**src/rtl/popc_pkg.sv**
```systemverilog
package popc_pkg;

    // Default word width: 2**k - 1 bits fill a pairwise tree exactly.
    localparam int unsigned POPC_IN_W = 31;

    // Width needed to hold a count of 0..n.
    function automatic int unsigned popc_cnt_w(input int unsigned n);
        return $clog2(n + 1);
    endfunction

    // Operand count after one row of three-to-two compression.
    function automatic int unsigned csa_next(input int unsigned n);
        return (n / 3) * 2 + (n % 3);
    endfunction

    // Operand count after s rows of compression.
    function automatic int unsigned csa_after(input int unsigned n, input int unsigned s);
        int unsigned m;
        m = n;
        for (int unsigned i = 0; i < s; i++) begin
            m = csa_next(m);
        end
        return m;
    endfunction

    // Rows needed to bring n operands down to two.
    function automatic int unsigned csa_stages(input int unsigned n);
        int unsigned m;
        int unsigned k;
        m = n;
        k = 0;
        while (m > 2) begin
            m = csa_next(m);
            k++;
        end
        return k;
    endfunction

endpackage

```
**src/rtl/popc_fa3.sv**
```systemverilog
// Three-input full adder: the count of ones among a, b, c as a 2-bit value.
module popc_fa3 (
    input  logic       a,
    input  logic       b,
    input  logic       c,
    output logic [1:0] s
);
    always_comb begin
        s[0] = a ^ b ^ c;
        s[1] = (a & b) | (a & c) | (b & c);
    end
endmodule

```
**src/rtl/popc_add.sv**
```systemverilog
// Ripple adder of two W-bit operands plus a one-bit carry-in, built from full adders.
module popc_add #(
    parameter int unsigned W = 2
) (
    input  logic [W-1:0] a,
    input  logic [W-1:0] b,
    input  logic         cin,
    output logic [W:0]   sum
);
    logic [W:0] cy;

    assign cy[0] = cin;

    for (genvar i = 0; i < W; i++) begin : g_bit
        logic [1:0] r;
        popc_fa3 u_fa (
            .a (a[i]),
            .b (b[i]),
            .c (cy[i]),
            .s (r)
        );
        assign sum[i]   = r[0];
        assign cy[i+1]  = r[1];
    end

    assign sum[W] = cy[W];
endmodule

```
**src/rtl/popc_tree_plain.sv**
```systemverilog
// Pairwise tree. Leaves take bits in threes; every adder above the leaves
// takes one further raw bit as carry-in, so IN_W must be 2**k - 1 (k >= 2).
module popc_tree_plain #(
    parameter  int unsigned IN_W  = 31,
    localparam int unsigned DEPTH = $clog2(IN_W + 1) - 2,
    localparam int unsigned NLEAF = 1 << DEPTH,
    localparam int unsigned CNT_W = DEPTH + 2
) (
    input  logic [IN_W-1:0]  bits,
    output logic [CNT_W-1:0] count
);
    for (genvar k = 0; k <= DEPTH; k++) begin : g_lvl
        localparam int unsigned NODES = NLEAF >> k;
        logic [k+1:0] v [NODES];

        if (k == 0) begin : g_leaf
            for (genvar i = 0; i < NODES; i++) begin : g_fa
                popc_fa3 u_fa (
                    .a (bits[3*i]),
                    .b (bits[3*i+1]),
                    .c (bits[3*i+2]),
                    .s (v[i])
                );
            end
        end else begin : g_sum
            // Raw bits after the leaves are handed out level by level.
            localparam int unsigned CIN_BASE = 4 * NLEAF - (NLEAF >> (k - 1));
            for (genvar i = 0; i < NODES; i++) begin : g_add
                popc_add #(.W(k + 1)) u_add (
                    .a   (g_lvl[k-1].v[2*i]),
                    .b   (g_lvl[k-1].v[2*i+1]),
                    .cin (bits[CIN_BASE+i]),
                    .sum (v[i])
                );
            end
        end
    end

    assign count = g_lvl[DEPTH].v[0];
endmodule

```
**src/rtl/popc_tree_csa.sv**
```systemverilog
// Compression tree. Leaf full adders make 2-bit counts; rows of bitwise full
// adders turn three operands into two (mod 2**CNT_W) until two remain, then
// one ripple adder forms the total.
module popc_tree_csa
    import popc_pkg::*;
#(
    parameter  int unsigned IN_W  = 31,
    localparam int unsigned CNT_W = popc_cnt_w(IN_W),
    localparam int unsigned NFA   = IN_W / 3,
    localparam int unsigned NREM  = IN_W % 3,
    localparam int unsigned NOP   = NFA + NREM,
    localparam int unsigned NSTG  = csa_stages(NOP)
) (
    input  logic [IN_W-1:0]  bits,
    output logic [CNT_W-1:0] count
);
    for (genvar s = 0; s <= NSTG; s++) begin : g_stg
        localparam int unsigned N = csa_after(NOP, s);
        logic [CNT_W-1:0] op [N];

        if (s == 0) begin : g_leaf
            for (genvar i = 0; i < NFA; i++) begin : g_fa
                logic [1:0] pc;
                popc_fa3 u_fa (
                    .a (bits[3*i]),
                    .b (bits[3*i+1]),
                    .c (bits[3*i+2]),
                    .s (pc)
                );
                assign op[i] = CNT_W'(pc);
            end
            for (genvar r = 0; r < NREM; r++) begin : g_spare
                assign op[NFA+r] = CNT_W'(bits[3*NFA+r]);
            end
        end else begin : g_row
            localparam int unsigned NP = csa_after(NOP, s - 1);
            localparam int unsigned NT = NP / 3;
            for (genvar t = 0; t < NT; t++) begin : g_csa
                logic [CNT_W-1:0] sv;
                logic [CNT_W-1:0] cv;
                for (genvar b = 0; b < CNT_W - 1; b++) begin : g_col
                    logic [1:0] r;
                    popc_fa3 u_fa (
                        .a (g_stg[s-1].op[3*t][b]),
                        .b (g_stg[s-1].op[3*t+1][b]),
                        .c (g_stg[s-1].op[3*t+2][b]),
                        .s (r)
                    );
                    assign sv[b]   = r[0];
                    assign cv[b+1] = r[1];
                end
                // Top column: its carry would leave the count width, so only the sum is kept.
                assign sv[CNT_W-1] = g_stg[s-1].op[3*t][CNT_W-1]
                                   ^ g_stg[s-1].op[3*t+1][CNT_W-1]
                                   ^ g_stg[s-1].op[3*t+2][CNT_W-1];
                assign cv[0]    = 1'b0;
                assign op[2*t]   = sv;
                assign op[2*t+1] = cv;
            end
            for (genvar r = 0; r < NP % 3; r++) begin : g_pass
                assign op[2*NT+r] = g_stg[s-1].op[3*NT+r];
            end
        end
    end

    logic [CNT_W-1:0] fa;
    logic [CNT_W-1:0] fb;
    logic [CNT_W-1:0] lo;

    assign fa = g_stg[NSTG].op[0];
    assign fb = g_stg[NSTG].op[1];

    popc_add #(.W(CNT_W - 1)) u_final (
        .a   (fa[CNT_W-2:0]),
        .b   (fb[CNT_W-2:0]),
        .cin (1'b0),
        .sum (lo)
    );

    assign count = {fa[CNT_W-1] ^ fb[CNT_W-1] ^ lo[CNT_W-1], lo[CNT_W-2:0]};
endmodule

```
**src/rtl/popcount31.sv**
```systemverilog
// Population counter top: tree shape and output register chosen at compile time.
module popcount31
    import popc_pkg::*;
#(
    parameter  int unsigned IN_W    = POPC_IN_W,
    parameter  bit          USE_CSA = 1'b0,
    parameter  bit          REG_OUT = 1'b1,
    localparam int unsigned CNT_W   = popc_cnt_w(IN_W)
) (
    input  logic             clk,
    input  logic             rst,
    input  logic [IN_W-1:0]  bits_in,
    output logic [CNT_W-1:0] count_out
);
    logic [CNT_W-1:0] tree_cnt;

    if (USE_CSA) begin : g_csa
        popc_tree_csa #(.IN_W(IN_W)) u_tree (
            .bits  (bits_in),
            .count (tree_cnt)
        );
    end else begin : g_plain
        popc_tree_plain #(.IN_W(IN_W)) u_tree (
            .bits  (bits_in),
            .count (tree_cnt)
        );
    end

    if (REG_OUT) begin : g_reg
        logic [CNT_W-1:0] cnt_q;

        always_ff @(posedge clk) begin
            if (rst) begin
                cnt_q <= '0;
            end else begin
                cnt_q <= tree_cnt;
            end
        end

        assign count_out = cnt_q;

        // the registered count is the tree result of the previous edge.
        p_latency_r7: assert property (@(posedge clk) disable iff (rst)
            1'b1 |=> (count_out == $past(tree_cnt)));
    end else begin : g_comb
        assign count_out = tree_cnt;
    end

    // parity of the input shows in bit 0 of the count.
    p_parity_r1: assert property (@(posedge clk) disable iff (rst)
        tree_cnt[0] == (^bits_in));

    // no set bit, zero count.
    p_zero_r2: assert property (@(posedge clk) disable iff (rst)
        (bits_in == '0) |-> (tree_cnt == '0));

    // all bits set reaches the full width without wrapping.
    p_full_r3: assert property (@(posedge clk) disable iff (rst)
        (&bits_in) |-> (tree_cnt == CNT_W'(IN_W)));
endmodule

```
**config.mk**
```make
export PLATFORM = sky130hd
export DESIGN_NAME = popcount31
export DESIGN_NICKNAME = d
export VERILOG_FILES = /design/src/rtl/popc_pkg.sv /design/src/rtl/popc_fa3.sv /design/src/rtl/popc_add.sv /design/src/rtl/popc_tree_plain.sv /design/src/rtl/popc_tree_csa.sv /design/src/rtl/popcount31.sv
export SDC_FILE = /design/constraint.sdc
export NUM_CORES = 1
export LEC_CHECK = 0
export BUFFER_PORTS_ARGS = -buffer_cell sky130_fd_sc_hd__buf_2
export CORE_MARGIN = 5
export CORE_UTILIZATION = 49
export CTS_CLUSTER_DIAMETER = 50
export DETAILED_ROUTE_END_ITERATION = 7
export GPL_ROUTABILITY_DRIVEN = 1
export MAX_ROUTING_LAYER = met4
export PLACE_DENSITY = 0.95
export RECOVER_POWER = 25
export SLEW_MARGIN = 25
export SYNTH_ARGS = -nofsm -noshare
export SYNTH_HDL_FRONTEND = slang
export SYNTH_SLANG_ARGS = --single-unit
```
**constraint.sdc**
```tcl
create_clock -name clk -period 11.65 [get_ports clk]
set_clock_uncertainty 0.05 [all_clocks]
set_input_delay 0.5825 -clock clk [delete_from_list [all_inputs] [get_ports clk]]
set_output_delay 0.5825 -clock clk [all_outputs]
set_load 0.05 [all_outputs]
```
# Yosys cells after proc, flatten, opt, wreduce, memory -nomap -nowiden
# Cells that the tools add are included.
# totals
ff_bits	5
elab_cells	183
inputBits	33
# op_classes
bitwise_logic	182
# op_table
cell	count
$and 1x1->1	78
$or 1x1->1	52
$xor 1x1->1	52

# Logic depth before layout (Yosys ltp)
# logic_depth
depth_word	18
mapped_depth	14
depth_no_buf	14

# Hierarchy
# Synthesis repeated with hierarchy kept, for this count alone.
# unflattened
cells_unflattened	36
hier_area_um2	651.9
# by_module_without_submodules
mod	instances	area_per_inst_um2	cells_each	seq_area_each_um2
popc_fa3	26	20.0	1	0.0
popcount31	1	131.4	10	100.1

# Least setup slack after synthesis
# Ideal clock, no wire load.
# synth_path
path_type	in2reg
startpoint	in bits_in[6]
endpoint	reg g_reg.cnt_q[3], in the netlist count_out[3]
path_buffers	0
t_arrival_ns	3.891
setup_slack_ns	7.595
cell_stages	10
required_ns	11.486
setup_time_ns	0.114
path_cell_list	inv_1 fa_1 inv_1 fa_1 fa_1 fa_1 fa_1 fa_1 fa_1 nor2b_1
# synth_via
elab_chain_len	16
word_cells_on_any_way	55
classes_between	bitwise: 55
# synth_lines
element	line	source
from (decl)	popcount31.sv:12	input logic [IN_W-1:0] bits_in,
$xor 1x1->1 (6 in a row)	popc_fa3.sv:9	s[0] = a ^ b ^ c;
$and 1x1->1	popc_fa3.sv:10	s[1] = (a & b) | (a & c) | (b & c);
$or 1x1->1 (2 in a row)	popc_fa3.sv:10	
$and 1x1->1	popc_fa3.sv:10	
$or 1x1->1 (2 in a row)	popc_fa3.sv:10	
$and 1x1->1	popc_fa3.sv:10	
$or 1x1->1 (2 in a row)	popc_fa3.sv:10	
$xor 1x1->1 (*)	popc_fa3.sv:9	
named net g_plain.u_tree.count[3]	popc_tree_plain.sv:10	output logic [CNT_W-1:0] count
to (signal assigned)	popcount31.sv:36	cnt_q <= tree_cnt;
to (decl)	popcount31.sv:30	logic [CNT_W-1:0] cnt_q;
# Mark *: on every way through the listed nets, which the timed path passes. The rest lies on a longest branch.
# A chain may end at the register's enable or synchronous reset.

# Worst setup path in the final report
# Same ends and word-level chain as after synthesis.

==> flow_summary.json <==
{
  "antenna_found_initial": 0,
  "maxSlewViolCount": 0,
  "max_freq_mhz": 246,
  "die_w_um": 49.7,
  "cts_sinks": 5,
  "worst-path-stages": 11,
  "cpMostUsedCell": "fa_1",
  "cts-hold-fix-buffers": 0,
  "viasPerCell": 4.35,
  "routed_wirelength_mm": 1.50,
  "gp_congestion": 0.744,
  "hold_path_class": "in2reg",
  "p_leak_nw": 0.575,
  "powerDensity_mw_per_mm2": 194,
  "synth_cell_types": 5,
  "diodes": 0,
  "root_buffer": "clkbuf_4",
  "syn_area_um2": 773,
  "worstPathRequired_ns": 11.73,
  "hold_viol": 0,
  "tns_ns": 0,
  "layout_commonest_cell": "buf_2",
  "min_period_ns": 4.07,
  "crit_arrival_ns": 4.15,
  "yosysSeqAreaShare": 0.129,
  "worstPathCellList": "buf_2, inv_1, fa_1, inv_1, fa_1, fa_1, fa_1, fa_1, fa_1, fa_1, nor2b_1",
  "via_count": 548,
  "grt_setup_unrepaired": "no",
  "setup_ws_ns": 7.58,
  "design_area_mm2": 0.00100,
  "finalCritPeriodShare": 0.349,
  "ant_nets": 0,
  "netlist_instances": 69,
  "core_area_mm2": 0.00151,
  "syn_area_per_cell_um2": 11.2,
  "portBuffers": 37,
  "multi_input_area_um2": 549,
  "final-seq-area_um2": 100,
  "drc": 0,
  "post-place-ws_ns": 7.31,
  "crit_path_start": "bits_in[6]",
  "place_inst": 122,
  "status": "completed",
  "clkTransAtPathRegs_ns": 0.04,
  "syn_nets": 128,
  "critPathBufInv": 3,
  "grt_max_degree": 6,
  "cp-start-kind": "input port",
  "max_stage_delay_ns": 0.53,
  "hpwl_mm": 1.52,
  "post_cts_resized": 0,
  "crit_path_end": "count_out[3]",
  "fin_cells": 126,
  "grt-ovfl-total": 0,
  "cts_tree": "built",
  "fillers": 116,
  "mostFrequentLayoutCells": "buf_2, inv_1, fa_1, dfxtp_1, nor2b_1",
  "min_path_cells": 2,
  "drive_above_1_share": 0.345,
  "finalPower_w": 0.000194,
  "crit_family": "adder cells",
  "rows": 14,
  "wl_per_cell_um": 11.9,
  "grt_pass1_wl_mm": 2.79,
  "cp_max_fo": 1,
  "slowest_stage": "fa_1",
  "grt_pass1_vias": 694,
  "worst_pin_slew_ns": 0.593,
  "cts_max_level": 1,
  "drtIter0Drc": 3,
  "nNetsFinal": 170,
  "setup_viol": 0,
  "ys_ff_latch": 5,
  "drtPass1Iterations": 4,
  "cts_made_buffers": 3,
  "start_util": 0.513,
  "place_area_um2": 978,
  "die-height_um": 49.7,
  "largest_reg_flops": 5,
  "clk_path_buf_depth": 2,
  "io_pins": 38,
  "end_kind": "flop",
  "maxSlewHeadroom": 0.606,
  "yosys_warnings": 0,
  "worst_ir_drop_vdd_v": 0.0000920,
  "maxCapViolations": 0,
  "synthToLayoutAreaGrowth_pct": 29.6,
  "post_cts.repair.setup_buffers": 0,
  "groute.usage.overall": 0.152,
  "dieArea_mm2": 0.00247,
  "crit_type": "in2reg"
}
layer usage:
metal / GRT usage / wire [µm] / part of all wire / vias to the layer above
met5: - / 0 / 0 / -
met4: 0.0655 / 30 / 0.020 / 0
met3: 0.0211 / 86 / 0.057 / 4
met2: 0.286 / 952 / 0.63 / 15
met1: 0.152 / 435 / 0.29 / 274
li1: - / - / - / 255
layout make-up:
| class | instances | share of cell area |
|---|---|---|
| timing repair buffer | 37 | 0.182 |
| multi-input combinational | 31 | 0.548 |
| inverter | 33 | 0.124 |
| clock buffer | 4 | 0.0262 |
| sequential | 5 | 0.0999 |
| tap | 16 | 0.0200 |
report_power, final:
group	total (W)	internal, W	switching (W)
logic	0.000147	0.0000626	0.0000849
registers	0.0000270	0.0000256	0.00000142
clock network	0.0000199	0.0000129	0.00000696
through the flow:
step                      hold WS (ns)  utilization
after floorplan                  0.604            -
after global placement           0.754        0.650
after detailed placement         0.761        0.650
after CTS                        0.510        0.667
after global routing             0.510        0.665
final                            0.508        0.665
worst min-delay path by stage:
stage	end	slack, ns	start
CTS	count_out[0]	0.51	rst
floorplan	count_out[1]	0.60	rst
detailed placement	count_out[0]	0.76	rst
global route	count_out[0]	0.51	rst
global placement	count_out[0]	0.75	rst
finish	count_out[0]	0.51	rst
logic make-up (layout without fill, tap and decap cells):
group                    Yosys count  count (layout)  synth area share
AND/OR/NAND/NOR                    5               5            0.0372
adder cells (fa/ha/maj)           26              26             0.673
flip-flops                         5               5             0.129
buffers and inverters             33              74             0.160
Yosys cell counts, drive strengths merged:
cell type	n	area [µm²]
inv	33	124
fa	26	521
dfxtp	5	100
nor2b	4	25.0
nor2	1	3.75
Power figures use the tool's default switching activity.
